### config.mk
export PLATFORM = sky130hd
export DESIGN_NAME = mix_cancel_sync
export DESIGN_NICKNAME = d
export VERILOG_FILES = /design/src/rtl/acb_pkg.sv /design/src/rtl/acb_edge_eval.sv /design/src/rtl/acb_loss_mon.sv /design/src/rtl/acb_sync_fsm.sv /design/src/rtl/acb_cancel.sv /design/src/rtl/mix_cancel_sync.sv
export SDC_FILE = /design/constraint.sdc
export NUM_CORES = 1
export LEC_CHECK = 0
export BUFFER_PORTS_ARGS = -buffer_cell sky130_fd_sc_hd__buf_4
export CORE_AREA = 2 2 133 135
export CTS_CLUSTER_SIZE = 30
export DETAILED_ROUTE_END_ITERATION = 10
export DIE_AREA = 0 0 135 137
export GPL_TIMING_DRIVEN = 0
export PLACE_DENSITY = 0.52
export SYNTH_ARGS = -nofsm -noshare
export SYNTH_HDL_FRONTEND = slang
export SYNTH_HIERARCHICAL = 1
export SYNTH_SLANG_ARGS = --single-unit
### constraint.sdc
create_clock -name clk -period 16.7 [get_ports clk]
set_clock_uncertainty 0.15 [all_clocks]
set_input_delay 3.34 -clock clk [delete_from_list [all_inputs] [get_ports clk]]
set_output_delay 3.34 -clock clk [all_outputs]
set_load 0.1 [all_outputs]
### src/rtl/acb_pkg.sv
package acb_pkg;

    // Defaults shared by the block and its bench
    localparam int ACB_WORD_W    = 40;
    localparam int ACB_DRIFT     = 4;
    localparam int ACB_SLIP_WAIT = 8;
    localparam int ACB_LOSS_PER  = 30;

    typedef enum logic [2:0] {
        ST_IDLE,
        ST_HUNT,
        ST_SETTLE,
        ST_LOCKED,
        ST_HALTED
    } acb_state_e;

    // Per-word evaluation passed from the edge stage to the control stages
    typedef struct packed {
        logic ref_edge;   // reference word holds a transition
        logic seen;       // received transition within the drift window
        logic match;      // received word equals reference word
    } acb_eval_t;

    // Twice the loss period count: two edges per mix period
    function automatic int loss_edges(input int periods);
        return 2 * periods;
    endfunction

endpackage

### src/rtl/acb_edge_eval.sv
module acb_edge_eval
    import acb_pkg::*;
#(
    parameter int W     = ACB_WORD_W,
    parameter int DRIFT = ACB_DRIFT
) (
    input  logic         clk,
    input  logic         rst,
    input  logic [W-1:0] rx_word,
    input  logic [W-1:0] mix_ref,
    output acb_eval_t    eval
);
    localparam int PW = $clog2(W);

    logic         prev_rx;
    logic         prev_ref;
    logic [W-1:0] tr_rx;
    logic [W-1:0] tr_ref;
    logic [W-1:0] window;
    logic [PW-1:0] pos_ref;

    // Last bit of each word is the neighbour of bit 0 of the next
    always_ff @(posedge clk) begin
        if (rst) begin
            prev_rx  <= 1'b0;
            prev_ref <= 1'b0;
        end else begin
            prev_rx  <= rx_word[W-1];
            prev_ref <= mix_ref[W-1];
        end
    end

    assign tr_rx  = rx_word ^ {rx_word[W-2:0], prev_rx};
    assign tr_ref = mix_ref ^ {mix_ref[W-2:0], prev_ref};

    // First reference transition position
    always_comb begin
        pos_ref = '0;
        for (int i = W - 1; i >= 0; i--) begin
            if (tr_ref[i]) pos_ref = PW'(i);
        end
    end

    generate
        for (genvar g = 0; g < W; g++) begin : g_win
            assign window[g] = ((g + DRIFT) >= int'(pos_ref)) &&
                               (g <= (int'(pos_ref) + DRIFT));
        end
    endgenerate

    assign eval.ref_edge = |tr_ref;
    assign eval.seen     = (|tr_ref) && (|(tr_rx & window));
    assign eval.match    = (rx_word == mix_ref);

endmodule

### src/rtl/acb_loss_mon.sv
module acb_loss_mon
    import acb_pkg::*;
#(
    parameter int LOSS_PER = ACB_LOSS_PER
) (
    input  logic      clk,
    input  logic      rst,
    input  logic      locked,
    input  acb_eval_t eval,
    output logic      loss
);
    localparam int LOSS_EDGES = loss_edges(LOSS_PER);
    localparam int MW         = $clog2(LOSS_EDGES + 1);

    logic [MW-1:0] miss_cnt;

    assign loss = locked && eval.ref_edge && !eval.seen &&
                  (miss_cnt == MW'(LOSS_EDGES));

    always_ff @(posedge clk) begin
        if (rst || !locked) begin
            miss_cnt <= '0;
        end else if (eval.ref_edge) begin
            if (eval.seen)
                miss_cnt <= '0;
            else if (miss_cnt != MW'(LOSS_EDGES))
                miss_cnt <= miss_cnt + 1'b1;
        end
    end

    AST_MISS_BOUND: assert property (@(posedge clk) disable iff (rst)
        miss_cnt <= MW'(LOSS_EDGES));
    AST_SEEN_CLEARS: assert property (@(posedge clk) disable iff (rst)
        (locked && eval.seen) |=> (miss_cnt == '0));

endmodule

### src/rtl/acb_sync_fsm.sv
module acb_sync_fsm
    import acb_pkg::*;
#(
    parameter int SLIP_WAIT = ACB_SLIP_WAIT
) (
    input  logic      clk,
    input  logic      rst,
    input  logic      enable,
    input  logic      auto_reacq,
    input  acb_eval_t eval,
    input  logic      loss,
    output logic      locked,
    output logic      slip,
    output logic      lock_lost
);
    localparam int CW = $clog2(SLIP_WAIT + 1);

    acb_state_e    state;
    logic [CW-1:0] wait_cnt;

    assign locked = (state == ST_LOCKED);

    always_ff @(posedge clk) begin
        if (rst) begin
            state     <= ST_IDLE;
            slip      <= 1'b0;
            lock_lost <= 1'b0;
            wait_cnt  <= '0;
        end else begin
            slip <= 1'b0;
            if (!enable) begin
                state     <= ST_IDLE;
                lock_lost <= 1'b0;
            end else begin
                case (state)
                    ST_IDLE:   state <= ST_HUNT;
                    ST_HUNT: begin
                        if (eval.ref_edge) begin
                            if (eval.match) begin
                                state <= ST_LOCKED;
                            end else begin
                                slip     <= 1'b1;
                                wait_cnt <= '0;
                                state    <= ST_SETTLE;
                            end
                        end
                    end
                    ST_SETTLE: begin
                        if (wait_cnt == CW'(SLIP_WAIT - 1))
                            state <= ST_HUNT;
                        else
                            wait_cnt <= wait_cnt + 1'b1;
                    end
                    ST_LOCKED: begin
                        if (loss) state <= auto_reacq ? ST_HUNT : ST_HALTED;
                    end
                    ST_HALTED: state <= ST_HALTED;
                    default:   state <= ST_IDLE;
                endcase
                if (loss)
                    lock_lost <= 1'b1;
                else if (state != ST_HALTED)
                    lock_lost <= 1'b0;
            end
        end
    end

    AST_SLIP_PULSE: assert property (@(posedge clk) disable iff (rst)
        slip |=> !slip);
    AST_SLIP_SETTLES: assert property (@(posedge clk) disable iff (rst)
        (slip && enable) |-> (state == ST_SETTLE));
    AST_HALT_HOLDS: assert property (@(posedge clk) disable iff (rst)
        (state == ST_HALTED && enable) |=> (lock_lost && !slip));

endmodule

### src/rtl/acb_cancel.sv
module acb_cancel
    import acb_pkg::*;
#(
    parameter int W = ACB_WORD_W
) (
    input  logic         clk,
    input  logic         rst,
    input  logic         locked,
    input  logic [W-1:0] rx_word,
    input  logic [W-1:0] mix_ref,
    output logic [W-1:0] data_out
);
    always_ff @(posedge clk) begin
        if (rst)
            data_out <= '0;
        else if (locked)
            data_out <= rx_word ^ mix_ref;
        else
            data_out <= '0;
    end

endmodule

### src/rtl/mix_cancel_sync.sv
module mix_cancel_sync
    import acb_pkg::*;
#(
    parameter int W         = ACB_WORD_W,
    parameter int DRIFT     = ACB_DRIFT,
    parameter int SLIP_WAIT = ACB_SLIP_WAIT,
    parameter int LOSS_PER  = ACB_LOSS_PER
) (
    input  logic         clk,
    input  logic         rst,
    input  logic         enable,
    input  logic         auto_reacq,
    input  logic [W-1:0] rx_word,
    input  logic [W-1:0] mix_ref,
    output logic [W-1:0] data_out,
    output logic         slip,
    output logic         locked,
    output logic         lock_lost
);
    acb_eval_t eval;
    logic      loss;

    acb_edge_eval #(.W(W), .DRIFT(DRIFT)) i_edge (
        .clk     (clk),
        .rst     (rst),
        .rx_word (rx_word),
        .mix_ref (mix_ref),
        .eval    (eval)
    );

    acb_loss_mon #(.LOSS_PER(LOSS_PER)) i_loss (
        .clk    (clk),
        .rst    (rst),
        .locked (locked),
        .eval   (eval),
        .loss   (loss)
    );

    acb_sync_fsm #(.SLIP_WAIT(SLIP_WAIT)) i_fsm (
        .clk        (clk),
        .rst        (rst),
        .enable     (enable),
        .auto_reacq (auto_reacq),
        .eval       (eval),
        .loss       (loss),
        .locked     (locked),
        .slip       (slip),
        .lock_lost  (lock_lost)
    );

    acb_cancel #(.W(W)) i_cancel (
        .clk      (clk),
        .rst      (rst),
        .locked   (locked),
        .rx_word  (rx_word),
        .mix_ref  (mix_ref),
        .data_out (data_out)
    );

    AST_OFF_QUIET: assert property (@(posedge clk) disable iff (rst)
        !enable |=> (!locked && !slip && !lock_lost));
    AST_LOCK_NO_SLIP: assert property (@(posedge clk) disable iff (rst)
        locked |-> !slip);
    AST_UNLOCKED_ZERO: assert property (@(posedge clk) disable iff (rst)
        !locked |=> (data_out == '0));
    AST_LOST_NOT_LOCKED: assert property (@(posedge clk) disable iff (rst)
        lock_lost |-> !locked);
    AST_REACQ_PULSE: assert property (@(posedge clk) disable iff (rst)
        (lock_lost && auto_reacq && enable && $stable(auto_reacq)) |=> !lock_lost);

endmodule

# After elaboration in Yosys (flattened, before gate mapping)
# Index checks and enable logic that the tools add are counted.
[classes]
n_addsub = 3
n_div = 0
n_lt_le_gt_ge = 80
n_reduce_logical = 59
n_shift = 0
mul = 0
n_eq_ne = 14
muxes = 55
bitwise = 8
[op_table]
columns = ["op", "n"]
rows = [
  ["$le A6 B32 Y1 const A", 16],
  ["$le A5 B32 Y1 const A", 8],
  ["$le A7 B32 Y1 const A", 8],
  ["$mux W6", 42],
  ["$le A4 B32 Y1 const A", 4],
  ["$xor A40 B40 Y40", 3],
  ["$ge A5 B6 Y1 const A", 16],
  ["$reduce_or A40 Y1", 2],
  ["$ge A6 B6 Y1 const A", 12],
  ["$le A3 B32 Y1 const A", 2],
  ["$ge A4 B6 Y1 const A", 8],
  ["$logic_and A1 B1 Y1", 44],
  ["$and A40 B40 Y40", 1],
  ["$eq A40 B40 Y1", 1],
  ["$le A1 B32 Y1 const A", 1],
  ["$le A2 B32 Y1 const A", 1],
  ["$ge A3 B6 Y1 const A", 4],
  ["$pmux W3 S5", 1],
  ["$mux W3", 4],
  ["$mux W4", 3],
  ["$pmux W4 S2", 1],
  ["$add A6 B3 Y7 const B", 1],
  ["$add A6 B1 Y6 const B", 1],
  ["$eq A3 B2 Y1 const B", 2],
  ["other kinds (20)", 33],
]
[word_totals]
latchBits = 0
mem_bits_rw = 0
elab_cells = 227
memories = 0
output_inout_bits = 43
inputBits = 84
register_bits = 57
romBits = 0

# Logic depth before layout (Yosys ltp)
[logic_depth]
word_depth = 52
depth_mapped = 26
ltp_nobuf = 24

# Cells and area by module
# The synthesis kept the hierarchy.
[modules_own_cells]
columns = ["mod", "area_per_inst_um2", "seq_area_each_um2", "n_inst", "cells_each"]
rows = [
  ["acb_edge_eval", 3722.3, 40.0, 1, 554],
  ["acb_cancel", 1377.6, 800.8, 1, 125],
  ["acb_sync_fsm", 447.9, 180.2, 1, 48],
  ["acb_loss_mon", 359.1, 120.1, 1, 43],
]

# Worst setup path before layout
# OpenSTA, ideal clock, no wires.
[synth_path]
kind = "input-to-reg"
startpoint = "input mix_ref[19]"
endpoint = "register i_fsm.state[0]"
arrival_ps = 7913
stages = 26
setup_time_ps = 123
path_slack_ps = 8513
t_required_ps = 16427
n_path_buf = 3
path_cell_list = "buf_4 -> or3_1 -> a22o_1 -> nor2_1 -> nand2_1 -> nand2_1 -> nand2_1 -> inv_1 -> ha_1 -> inv_1 -> and3_1 -> buf_6 -> or2_1 -> buf_6 -> o311a_1 -> a31o_1 -> nand4b_1 -> nor4_1 -> and4_1 -> a31oi_1 -> or3_1 -> nor2_1 -> nand2_1 -> nor2_1 -> o21ai_0 -> nor4b_1"
[synth_lines]
columns = ["element", "line_no", "rtl"]
rows = [
  ["from (decl)", "mix_cancel_sync.sv:14", "input logic [W-1:0] mix_ref,"],
  ["to (signal assigned)", "acb_sync_fsm.sv:55", "if (loss) state <= auto_reacq ? ST_HUNT : ST_HALTED;"],
  ["to (decl)", "acb_sync_fsm.sv:18", "acb_state_e state;"],
]

==> flow_summary.yaml <==
drt:
  avgRoutedWirePerCell_um: 21.0
  drtIter0Drc: 581
  post_drt_via_cell_ratio: 5.69
  postRouteWirelength_um: 23900
  number_of_iterations_in_the_first_detailed_routing_pass: 5
  detail-route-antenna-nets: 0
  detailroute.via_count: 6475
  drt_drc_violations_left: 0
sta:
  slew-limit-headroom: 0.444
  fin_ws_ps: 6920
  slew_viol_final: 0
  final_layout_setup_total_negative_slack_ps: 0
  max_clock_freq_mhz: 102
  setup_violations: 0
  slew_at_the_pin_with_the_worst_max_slew_slack_ps: 830
  fin_crit_sh: 0.586
  layout_min_cycle_time_ps: 9780
  final.hold.worst_slack_ps: 339
  report.final.hold_viol_count: 0
  rsz0062_at_grt: "false"
cts:
  cts_hold_repair.buffers: 0
  cts.clk_slew.worst_paths_ps: 60
  tritoncts_clock_tree: "yes"
  clockRootBuffer: "sky130_fd_sc_hd__clkbuf_16"
  ctsResizeCount: 0
  clock_sinks: 57
  clock_tree.htree_level_count: 3
  cts-buffers-inserted: 9
  cts.path.max_buffers: 2
  post-cts-setup-buffer-count: 0
  worst_skew_pair.late_latency_ps: 340
synth:
  yosysSeqAreaShare: 0.193
  netlist_area_mm2: 0.00591
  synth_edf_count: 0
  yosysTopAreaCell: "sky130_fd_sc_hd__dfxtp_1"
  ys_dominant_reg_cell: "sky130_fd_sc_hd__dfxtp_1"
  synthesis.instances: 770
  ys.warnings.count: 6
  synth_cell_types: 88
  synth_commonest_cells: "sky130_fd_sc_hd__nor2_1, sky130_fd_sc_hd__xnor2_1, sky130_fd_sc_hd__xor2_1, sky130_fd_sc_hd__dfxtp_1, sky130_fd_sc_hd__nand2_1"
  post-synth-top-count-cell: "sky130_fd_sc_hd__nor2_1"
  mappedNetlistNets: 863
  async_s_r_ff_share_synth: 0
  synth_seq_cells: 57
  synth_area_per_cell_um2: 7.67
  synthDominantCellAreaShare: 0.193
  largest_cells_by_area_after_synthesis: "sky130_fd_sc_hd__dfxtp_1, sky130_fd_sc_hd__xnor2_1, sky130_fd_sc_hd__xor2_1, sky130_fd_sc_hd__nor2_1, sky130_fd_sc_hd__nand2_1"
worst_setup_path:
  crit_end_category: "flip-flop"
  worst-path-max-fanout: 10
  worst_r2r_path_cells: 22
  crit_path_dat_ps: 9850
  path_buf_inv: 5
  worst_r2r_src: "i_edge/prev_ref"
  critPathKind: "input port to flip-flop"
  timing.critical_path.from: "mix_ref[2]"
  cp_peak_stage_delay_ps: 510
  critical_path_cell_count: 24
  crit_path_frequent_cell: "sky130_fd_sc_hd__o21ai_0"
  timing.critical_path.from_type: "input port"
  worstPathRequired_ps: 16770
  cp_top_family: "compound AO/OA/AOI/OAI gates"
  sequence_of_cells_on_the_critical_path: "buf_4, clkbuf_1, or3_1, o22ai_1, o21ai_0, a21o_1, inv_1, ha_1, inv_1, and3_1, buf_6, o21ai_0, a211oi_1, a211oi_1, nand4b_1, nor4_1, and4_1, a31oi_1, or3_1, nor2_1, nand2_1, nor2_1, o21ai_0, nor4b_1"
  cpMaxStageDelayCell: "sky130_fd_sc_hd__or3_1"
  timing.reg2reg.setup_slack_ps: 10040
  regToRegEndpoint: "i_fsm/state[0]"
placed_design:
  gpl.final_weighted_congestion: 1.01
  numPortBuffers: 126
  hpwlAfterDp_um: 19200
  placedCellCount: 1121
  dpl_worst_slack_ps: 6800
floorplanning:
  floorplan.die_area_mm2: 0.0185
  dieWidth_um: 135
  die_y_um: 137
  std_cell_rows: 48
  floorplan.initialDensity: 0.346
  io-pin-count: 127
  core_mm2: 0.0171
global_route:
  grt_pass1_wl_um: 36000
  vias_in_the_first_global_route: 6151
  globalRouteOverflowTotal: 0
  grt_start_max_net_pins: 12
  globalRouteTotalUtil: 0.258
  initial_antenna_violation_count: 0
final_layout:
  n_fill_cell: 1852
  fin_util: 0.435
  drive_gt1_frac: 0.218
  syn2layout_area_growth_pct: 25.6
  instances_no_fill: 1137
  number_of_nets_at_the_end_of_the_flow: 1000
  diode_count: 0
run_status:
  outcome: "completed"
power_and_ir_drop:
  p_per_area_mw_per_mm2: 58.9
  power.leakage_nw: 2.84
  ir_worst_vdd_v: 0.0000446
min_path:
  instance_count_along_the_most_critical_hold_path: 2
  hold_path_class: "flip-flop to flip-flop"
  worst_hold_path.endpoint: "i_fsm/wait_cnt[1]"
  holdCritStartpoint: "i_fsm/wait_cnt[1]"
run:
  cap_viol_max_count: 0
-- report_power, final --
| part | switching (mW) | internal, mW |
|---|---|---|
| sequential | 0.000843 | 0.137 |
| combinational | 0.0741 | 0.0498 |
| clock | 0.0709 | 0.105 |
| total | 0.146 | 0.291 |
-- cells by family (layout without fill, tap and decap cells) --
family	after synthesis	after routing	share of synthesized area
multiplexers	5	5	0.00847
AND/OR/NAND/NOR	297	297	0.268
AO/OA/AOI/OAI	204	204	0.255
buffers and inverters	65	207	0.0595
XOR/XNOR	133	133	0.197
flip-flops	57	57	0.193
adder cells (fa/ha/maj)	9	9	0.0191
-- worst max-delay path by stage --
| stage | to |
|---|---|
| 2_1_floorplan | i_fsm/state[0] |
| 3_3_place_gp | i_fsm/state[0] |
| 3_5_place_dp | i_fsm/state[0] |
| 4_1_cts | i_fsm/state[0] |
| 5_1_grt | i_fsm/state[0] |
| 6_report | i_fsm/state[0] |
-- area by class of cell --
cell class,count,area [um^2],area share
multi-input cells,648,4410,0.595
inverters,25,93.8,0.0127
clock inverters,6,43.8,0.00590
well taps,225,282,0.0380
clock buffers,10,239,0.0322
plain buffers,40,258,0.0348
flip-flops and latches,57,1140,0.154
repair buffers,126,946,0.128
-- routing by layer --
layer,track usage,routed length [um],vias up
met4,0.0909,827,0
met1,0.335,10400,3019
met5,0,0,-
met3,0.0481,1710,55
met2,0.428,10900,299
li1,-,-,3102
-- flip-flops by register name (all words and copies together), names as in the netlist --
signal and cells:
i_fsm/state 3, i_fsm/wait_cnt 4, i_fsm/lock_lost 1, i_loss/miss_cnt 6, i_fsm/slip 1, i_edge/prev_rx 1
i_cancel/data_out 40, i_edge/prev_ref 1
-- metrics by stage --
stage          instance area, um^2  total power, mW
2_1_floorplan                 5910            0.209
3_3_place_gp                  7130            0.263
3_5_place_dp                  7130            0.263
4_1_cts                       7420            0.441
5_1_grt                       7420            0.455
6_report                      7420            0.437
-- worst min-delay path: cells and delay by family (launching register included) --
kind          cells  cell delay [ps]
flops             1              320
mux               1               60
simple gates      1               70
-- layout by cell type (no fill, tap or decap), drive strengths merged, types with 15 or more instances in the layout --
| cell type | n |
|---|---|
| nand3 | 31 |
| inv | 25 |
| clkbuf | 29 |
| a21oi | 34 |
| buf | 147 |
| o22ai | 15 |
| o21ai | 31 |
| nand4 | 17 |
| nand2 | 53 |
| nor3 | 17 |
| xor2 | 62 |
| dfxtp | 57 |
| nor2 | 77 |
| xnor2 | 71 |
| nor2b | 15 |
(Power assumes the default switching activity.)
